<file path="src/rtl/bss_pkg.sv">
package bss_pkg;

  typedef enum logic [1:0] {
    REQ_IDLE   = 2'd0,
    REQ_FETCH  = 2'd1,
    REQ_XWIDE  = 2'd2,
    REQ_XNARROW = 2'd3
  } bss_req_e;

  // Latch strobe window: the first state of each half machine cycle.
  function automatic logic ale_window(int unsigned pos, int unsigned half,
                                      int unsigned cps);
    return (pos % half) < cps;
  endfunction

  // Read strobe window: the second half of each half machine cycle.
  function automatic logic psen_window(int unsigned pos, int unsigned half);
    return (pos % half) >= (half / 2);
  endfunction

  function automatic logic is_xdata(bss_req_e r);
    return (r == REQ_XWIDE) || (r == REQ_XNARROW);
  endfunction

endpackage

</file>
<file path="src/rtl/bss_phase_ctr.sv">
module bss_phase_ctr #(
  parameter int unsigned CYC_LEN = 12,
  localparam int unsigned POS_W = $clog2(CYC_LEN)
) (
  input  logic             clk,
  input  logic             rst_n,
  output logic [POS_W-1:0] pos_o,
  output logic             cyc_end_o
);
  localparam logic [POS_W-1:0] LAST = POS_W'(CYC_LEN - 1);

  logic [POS_W-1:0] pos_q;

  assign cyc_end_o = (pos_q == LAST);
  assign pos_o     = pos_q;

  always_ff @(posedge clk or negedge rst_n) begin
    if (!rst_n)        pos_q <= '0;
    else if (cyc_end_o) pos_q <= '0;
    else               pos_q <= pos_q + 1'b1;
  end

  p_wrap_r1: assert property (@(posedge clk) disable iff (!rst_n)
    (pos_q == LAST) |=> (pos_q == '0));
  p_step_r1: assert property (@(posedge clk) disable iff (!rst_n)
    (pos_q != LAST) |=> (pos_q == $past(pos_q) + 1'b1));

endmodule

</file>
<file path="src/rtl/bss_cycle_latch.sv">
module bss_cycle_latch
  import bss_pkg::*;
(
  input  logic     clk,
  input  logic     rst_n,
  input  bss_req_e req_i,
  input  logic     xmove_i,
  input  logic     ale_off_we,
  input  logic     ale_off_d,
  input  logic     cyc_end_i,
  output bss_req_e cur_req_o,
  output logic     cur_xmove_o,
  output logic     ale_off_o
);
  bss_req_e req_q;
  logic     xmove_q;
  logic     off_q;

  always_ff @(posedge clk or negedge rst_n) begin
    if (!rst_n) begin
      req_q   <= REQ_IDLE;
      xmove_q <= 1'b0;
    end else if (cyc_end_i) begin
      req_q   <= req_i;
      xmove_q <= xmove_i;
    end
  end

  always_ff @(posedge clk or negedge rst_n) begin
    if (!rst_n)          off_q <= 1'b0;
    else if (ale_off_we) off_q <= ale_off_d;
  end

  assign cur_req_o   = req_q;
  assign cur_xmove_o = xmove_q;
  assign ale_off_o   = off_q;

  p_hold_req_r7: assert property (@(posedge clk) disable iff (!rst_n)
    !cyc_end_i |=> ($stable(req_q) && $stable(xmove_q)));
  p_off_hold_r3: assert property (@(posedge clk) disable iff (!rst_n)
    !ale_off_we |=> $stable(off_q));

endmodule

</file>
<file path="src/rtl/bss_strobe_gen.sv">
module bss_strobe_gen
  import bss_pkg::*;
#(
  parameter int unsigned CYC_LEN = 12,
  parameter int unsigned CLKS_PER_STATE = 2,
  localparam int unsigned POS_W = $clog2(CYC_LEN),
  localparam int unsigned HALF = CYC_LEN / 2
) (
  input  logic             clk,
  input  logic             rst_n,
  input  logic [POS_W-1:0] pos_i,
  input  bss_req_e         cur_req_i,
  input  logic             cur_xmove_i,
  input  logic             ale_off_i,
  output logic             ale_o,
  output logic             psen_o,
  output logic             hi_sel_o
);
  logic in_ale_win;
  logic in_psen_win;
  logic second_half;
  logic ale_skip;
  logic ale_gate;

  assign in_ale_win  = ale_window(int'(pos_i), HALF, CLKS_PER_STATE);
  assign in_psen_win = psen_window(int'(pos_i), HALF);
  assign second_half = int'(pos_i) >= HALF;
  assign ale_skip    = is_xdata(cur_req_i) && second_half;
  assign ale_gate    = !ale_off_i || cur_xmove_i;

  always_comb begin
    ale_o    = in_ale_win && !ale_skip && ale_gate;
    psen_o   = in_psen_win && (cur_req_i == REQ_FETCH);
    hi_sel_o = (cur_req_i == REQ_FETCH) || (cur_req_i == REQ_XWIDE);
  end

  p_xdata_skip_r2: assert property (@(posedge clk) disable iff (!rst_n)
    (is_xdata(cur_req_i) && second_half) |-> !ale_o);
  p_ale_off_r3: assert property (@(posedge clk) disable iff (!rst_n)
    (ale_off_i && !cur_xmove_i) |-> !ale_o);
  p_no_psen_xdata_r5: assert property (@(posedge clk) disable iff (!rst_n)
    is_xdata(cur_req_i) |-> !psen_o);
  p_excl_r9: assert property (@(posedge clk) disable iff (!rst_n)
    !(ale_o && psen_o));

endmodule

</file>
<file path="src/rtl/bus_strobe_seq.sv">
module bus_strobe_seq
  import bss_pkg::*;
#(
  parameter int unsigned STATES = 6,
  parameter int unsigned CLKS_PER_STATE = 2,
  parameter bit PSEN_ACTIVE_LOW = 1'b1
) (
  input  logic       clk,
  input  logic       rst_n,
  input  logic [1:0] req_i,
  input  logic       xmove_i,
  input  logic       ale_off_we,
  input  logic       ale_off_d,
  output logic       ale_o,
  output logic       psen_n_o,
  output logic       hi_sel_o
);
  localparam int unsigned CYC_LEN = STATES * CLKS_PER_STATE;
  localparam int unsigned POS_W = $clog2(CYC_LEN);

  logic [POS_W-1:0] pos;
  logic             cyc_end;
  bss_req_e         cur_req;
  logic             cur_xmove;
  logic             ale_off;
  logic             psen_act;

  bss_phase_ctr #(.CYC_LEN(CYC_LEN)) u_ctr (
    .clk(clk), .rst_n(rst_n), .pos_o(pos), .cyc_end_o(cyc_end)
  );

  bss_cycle_latch u_latch (
    .clk(clk), .rst_n(rst_n), .req_i(bss_req_e'(req_i)), .xmove_i(xmove_i),
    .ale_off_we(ale_off_we), .ale_off_d(ale_off_d), .cyc_end_i(cyc_end),
    .cur_req_o(cur_req), .cur_xmove_o(cur_xmove), .ale_off_o(ale_off)
  );

  bss_strobe_gen #(.CYC_LEN(CYC_LEN), .CLKS_PER_STATE(CLKS_PER_STATE)) u_gen (
    .clk(clk), .rst_n(rst_n), .pos_i(pos), .cur_req_i(cur_req),
    .cur_xmove_i(cur_xmove), .ale_off_i(ale_off),
    .ale_o(ale_o), .psen_o(psen_act), .hi_sel_o(hi_sel_o)
  );

  generate
    if (PSEN_ACTIVE_LOW) begin : g_psen_low
      assign psen_n_o = !psen_act;
    end else begin : g_psen_high
      assign psen_n_o = psen_act;
    end
  endgenerate

  p_reset_r8: assert property (@(posedge clk)
    !rst_n |-> (!psen_act && !hi_sel_o));

endmodule

</file>
<file path="config.mk">
export PLATFORM = sky130hd
export DESIGN_NAME = bus_strobe_seq
export DESIGN_NICKNAME = d
export VERILOG_FILES = /design/src/rtl/bss_pkg.sv /design/src/rtl/bss_phase_ctr.sv /design/src/rtl/bss_cycle_latch.sv /design/src/rtl/bss_strobe_gen.sv /design/src/rtl/bus_strobe_seq.sv
export SDC_FILE = /design/constraint.sdc
export NUM_CORES = 1
export LEC_CHECK = 0
export ABC_AREA = 1
export BUFFER_PORTS_ARGS = -buffer_cell sky130_fd_sc_hd__buf_2
export CAP_MARGIN = 20
export CORE_AREA = 2 2 39 41
export CTS_CLUSTER_DIAMETER = 200
export DETAILED_ROUTE_END_ITERATION = 10
export DIE_AREA = 0 0 41 43
export PLACE_DENSITY = 0.68
export SETUP_SLACK_MARGIN = 0.3
export SLEW_MARGIN = 30
export SYNTH_ARGS = -nofsm -noshare
export SYNTH_HDL_FRONTEND = slang
export SYNTH_SLANG_ARGS = --single-unit
</file>
<file path="constraint.sdc">
create_clock -name clk -period 3.5 [get_ports clk]
set_clock_uncertainty 0.1 [all_clocks]
set_input_delay 0.35 -clock clk [delete_from_list [all_inputs] [get_ports clk]]
set_output_delay 0.35 -clock clk [all_outputs]
set_load 0.05 [all_outputs]
</file>
==> metrics.md <==
| Metric | Value |
|---|---|
| Pre-antenna DRT Iters | `2` |
| Cell Int Power | `0.000143 W` |
| Outcome | `complete, no violations` |
| Largest family of logic cells by synthesized area | `simple AND/OR/NAND/NOR gates` |
| Post-synth EDFFs | `0` |
| Top-count cell post-synth | `nand2_1` |
| Worst-path clk slew | `50 ps` |
| Sw Pwr | `0.0000444 W` |
| Post-CTS resize count | `0` |
| Post-DP HPWL | `754 µm` |
| GP Congestion | `0.706` |
| Hold Fails Final Rpt | `0` |
| DRT antenna net count | `0` |
| Max cap viols | `0` |
| Top post-synthesis cells by count | `nand2_1, inv_1, nand3_1` |
| First-pass GRT wire length | `1770 µm` |
| Vias in the first global route | `449` |
| Worst setup EP type | `primary output` |
| Final Cycle Share | `70.6%` |
| Share of post-route cells with drive strength above 1 | `between 20 and 30%` |
| Crit path time final | `2470 ps` |
| Initial cell density of the core | `45.1%` |
| Met2 Use GR | `21.3%` |
| CP arrival | `2020 ps` |
| Primary FF master, synth | `dfrtp_1` |
| Comb pwr share | `11.9%` |
| Crit path max fanout | `9` |
| XOR/XNOR share of the synthesized area | `0%` |
| Slew Viols, Final | `0` |
| GR Util met1 | `between 15 and 20%` |
| H-Tree Depth | `1` |
| Share of power burned in registers | `around 52%` |
| Crit path launch type | `flip-flop` |
| Die Ht | `43 µm` |
| Drt via density | `between 4 and 5` |
| RSZ-0062 raised after global routing | `no` |
| Grt total ovfl | `0` |
| Storage cell area | `200 µm²` |
| DRC Markers | `0` |
| Unique cell type count in the Yosys netlist | `18` |
| Worst Tran Pin Value | `340 ps` |
| Later-pin clock latency in the skew report | `250 ps` |
| Antenna violations before repair | `0` |
| Core ar. | `1380 µm²` |
| Core Util, Final | `50.3%` |
| WS Path Type | `flip-flop to primary output` |
| Lkg Pwr | `0.410 nW` |
| Clock sinks | `8` |
| Largest net degree at the start of global routing | `10` |
| Asr flop ratio synth | `100%` |
| Area occupied by multi-input gates | `between 300 and 400 µm²` |
| Max VDD drop | `between 0.2 and 0.25 mV` |
| Syn-to-layout area delta | `11.4%` |
| Worst hold margin | `between 200 and 250 ps` |
| # diodes | `0` |
| DR vias | `a little under 500` |
| Fill cells | `~140` |
| Syn Inst Count | `80` |
| PortBufs | `9` |
| Synth Cell Area | `624 µm²` |
| TritonCTS Buffers | `3` |
| Final nets | `107` |
| Fmax | `slightly above 400 MHz` |
| PwrDens | `269 nW/µm²` |
| Synth top area share | `32.1%` |
| Synth Register Bits | `8` |
| GRT Max-Usage Layer | `met2` |
| Root Driver | `clkbuf_4` |
| Ranking of synthesized cells by area | `dfrtp_1, ha_1, nand2_1, nand3_1, inv_1` |
| Adder-cell share of the synthesized area | `16.0%` |
| Final setup vio count | `0` |
| GR Util met3 | `3.14%` |
| Initial detailed-routing violation count | `1` |
| Synthesized area per cell | `7.80 µm²` |
| Routed WL | `around 900 µm` |
| Setup TNS Final | `0 ps` |
| Hold Crit Class | `input pin to flip-flop` |
| Critical Path RT | `between 3000 and 4000 ps` |
| Synth Area in Compound Gates | `6.01%` |
| Switching Share | `23.7%` |
| Die Span X | `41 µm` |
| Die area | `1760 µm²` |
| Rel. slew slack | `77.3%` |
| Finished Layout Cells | `106` |
| Clock buffer depth | `2` |
| YS warnings | `0` |
| I/O Pins | `10` |
| CTS tree | `built` |
| Simple-Gate Fraction of Synth Area | `between 30% and 40%` |
| Post-Layout Inst Area | `696 µm²` |
| # rows | `14` |
| Placed cell area | `663 µm²` |
| Syn_nets | `between 90 and 100` |
| Sequential fraction of the synthesis area | `32.1%` |
| Area leader, netlist | `dfrtp_1` |
| Overall global routing resource usage | `14.8%` |
| Post-synthesis mux area share | `2.40%` |
| Clock Power Share | `a little over a third` |
| Placed cell count | `between 100 and 150` |
| DR WL/cell | `8.73 µm` |
[logic make-up after synthesis]
| family | after synthesis |
|---|---|
| buffers and inverters | 16 |
| and+or+nand+nor | 40 |
| AOI/OAI and AO/OA | 7 |
| adders and majority gates | 8 |
| muxes | 1 |
| DFF | 8 |
[power by group through the flow]
| stage | Clock, W | Combinational [W] | Sequential (W) |
|---|---|---|---|
| after floorplan | 0 | 0.0000138 | 0.0000982 |
| after global placement | 0 | 0.0000214 | 0.0000984 |
| after detailed placement | 0 | 0.0000217 | 0.0000985 |
| after CTS | 0.0000717 | 0.0000226 | 0.0000969 |
| after global routing | 0.0000743 | 0.0000246 | 0.0000971 |
| final | 0.0000679 | 0.0000222 | 0.0000969 |
[sequential cells by signal, indices dropped and copies added (netlist names)]
signal               count
u_ctr.pos_o              4
u_latch.cur_xmove_o      1
u_latch.cur_req_o        2
u_latch.ale_off_o        1
[per-stage QoR]
step / worst slack, ps / total power (W)
6_report: 1030 / 0.000187
3_3_place_gp: 1300 / 0.000120
3_5_place_dp: 1300 / 0.000120
5_1_grt: 793 / 0.000196
4_1_cts: 1010 / 0.000191
2_1_floorplan: 1350 / 0.000112
[cell usage in the layout, fill, tap and decap left out]
| master | instances |
|---|---|
| nor2_1 | 3 |
| nor2_2 | 4 |
| or2_2 | 1 |
| nor2_4 | 1 |
| clkbuf_4 | 3 |
| nand3_1 | 9 |
| dfrtp_1 | 8 |
| nand2_2 | 2 |
| inv_4 | 1 |
| o21bai_1 | 1 |
| buf_2 | 9 |
| dlygate4sd3_1 | 1 |
| nand2_4 | 1 |
| ha_1 | 8 |
| a21oi_1 | 1 |
| mux2_4 | 1 |
| o21ai_0 | 5 |
| nand2_1 | 19 |
| inv_1 | 12 |
[final cells by class]
class | instances | share of cell area, %
clock buffers | 3 | 3.24
inverters | 13 | 7.37
multi-input cells | 56 | 49.8
flip-flops and latches | 8 | 28.8
well taps | 16 | 2.88
repair buffers | 10 | 7.91
[layer usage]
| layer | vias up | part of all wire, % |
|---|---|---|
| li1 | 265 | - |
| met1 | 218 | 48 |
| met5 | - | 0 |
| met2 | 8 | 49 |
| met4 | 0 | 0.86 |
| met3 | 2 | 2.4 |
[worst max-delay path, cell delays in order (launching register included)]
cell	delay [ps]
dfrtp_1	540
inv_4	90
nand2_1	100
inv_1	50
ha_1	260
o21bai_1	150
nor2_1	80
nand2_1	50
nand2_1	70
inv_1	50
nor2_2	80
buf_2	260
[worst paths after layout]
path,from,to,slack (ps),cells after the start
setup reg to reg,u_ctr.pos_o[1],u_latch.cur_xmove_o,1940,4
hold / removal,ale_off_we,u_latch.ale_off_o,210,2
max in group asynchronous,rst_n,u_latch.cur_xmove_o,2770,2
setup / recovery,u_ctr.pos_o[3],ale_o,1030,11
min in group asynchronous,rst_n,u_ctr.pos_o[0],370,2
hold reg to reg,u_latch.cur_xmove_o,u_latch.cur_xmove_o,420,1
[repair_timing]
| action | in CTS | in global routing |
|---|---|---|
| setup buffers | 0 | 0 |
| hold buffers | 1 | 0 |
| hold endpoints to repair | 8 | 0 |
No activity file was read; power rests on OpenSTA's default activity.
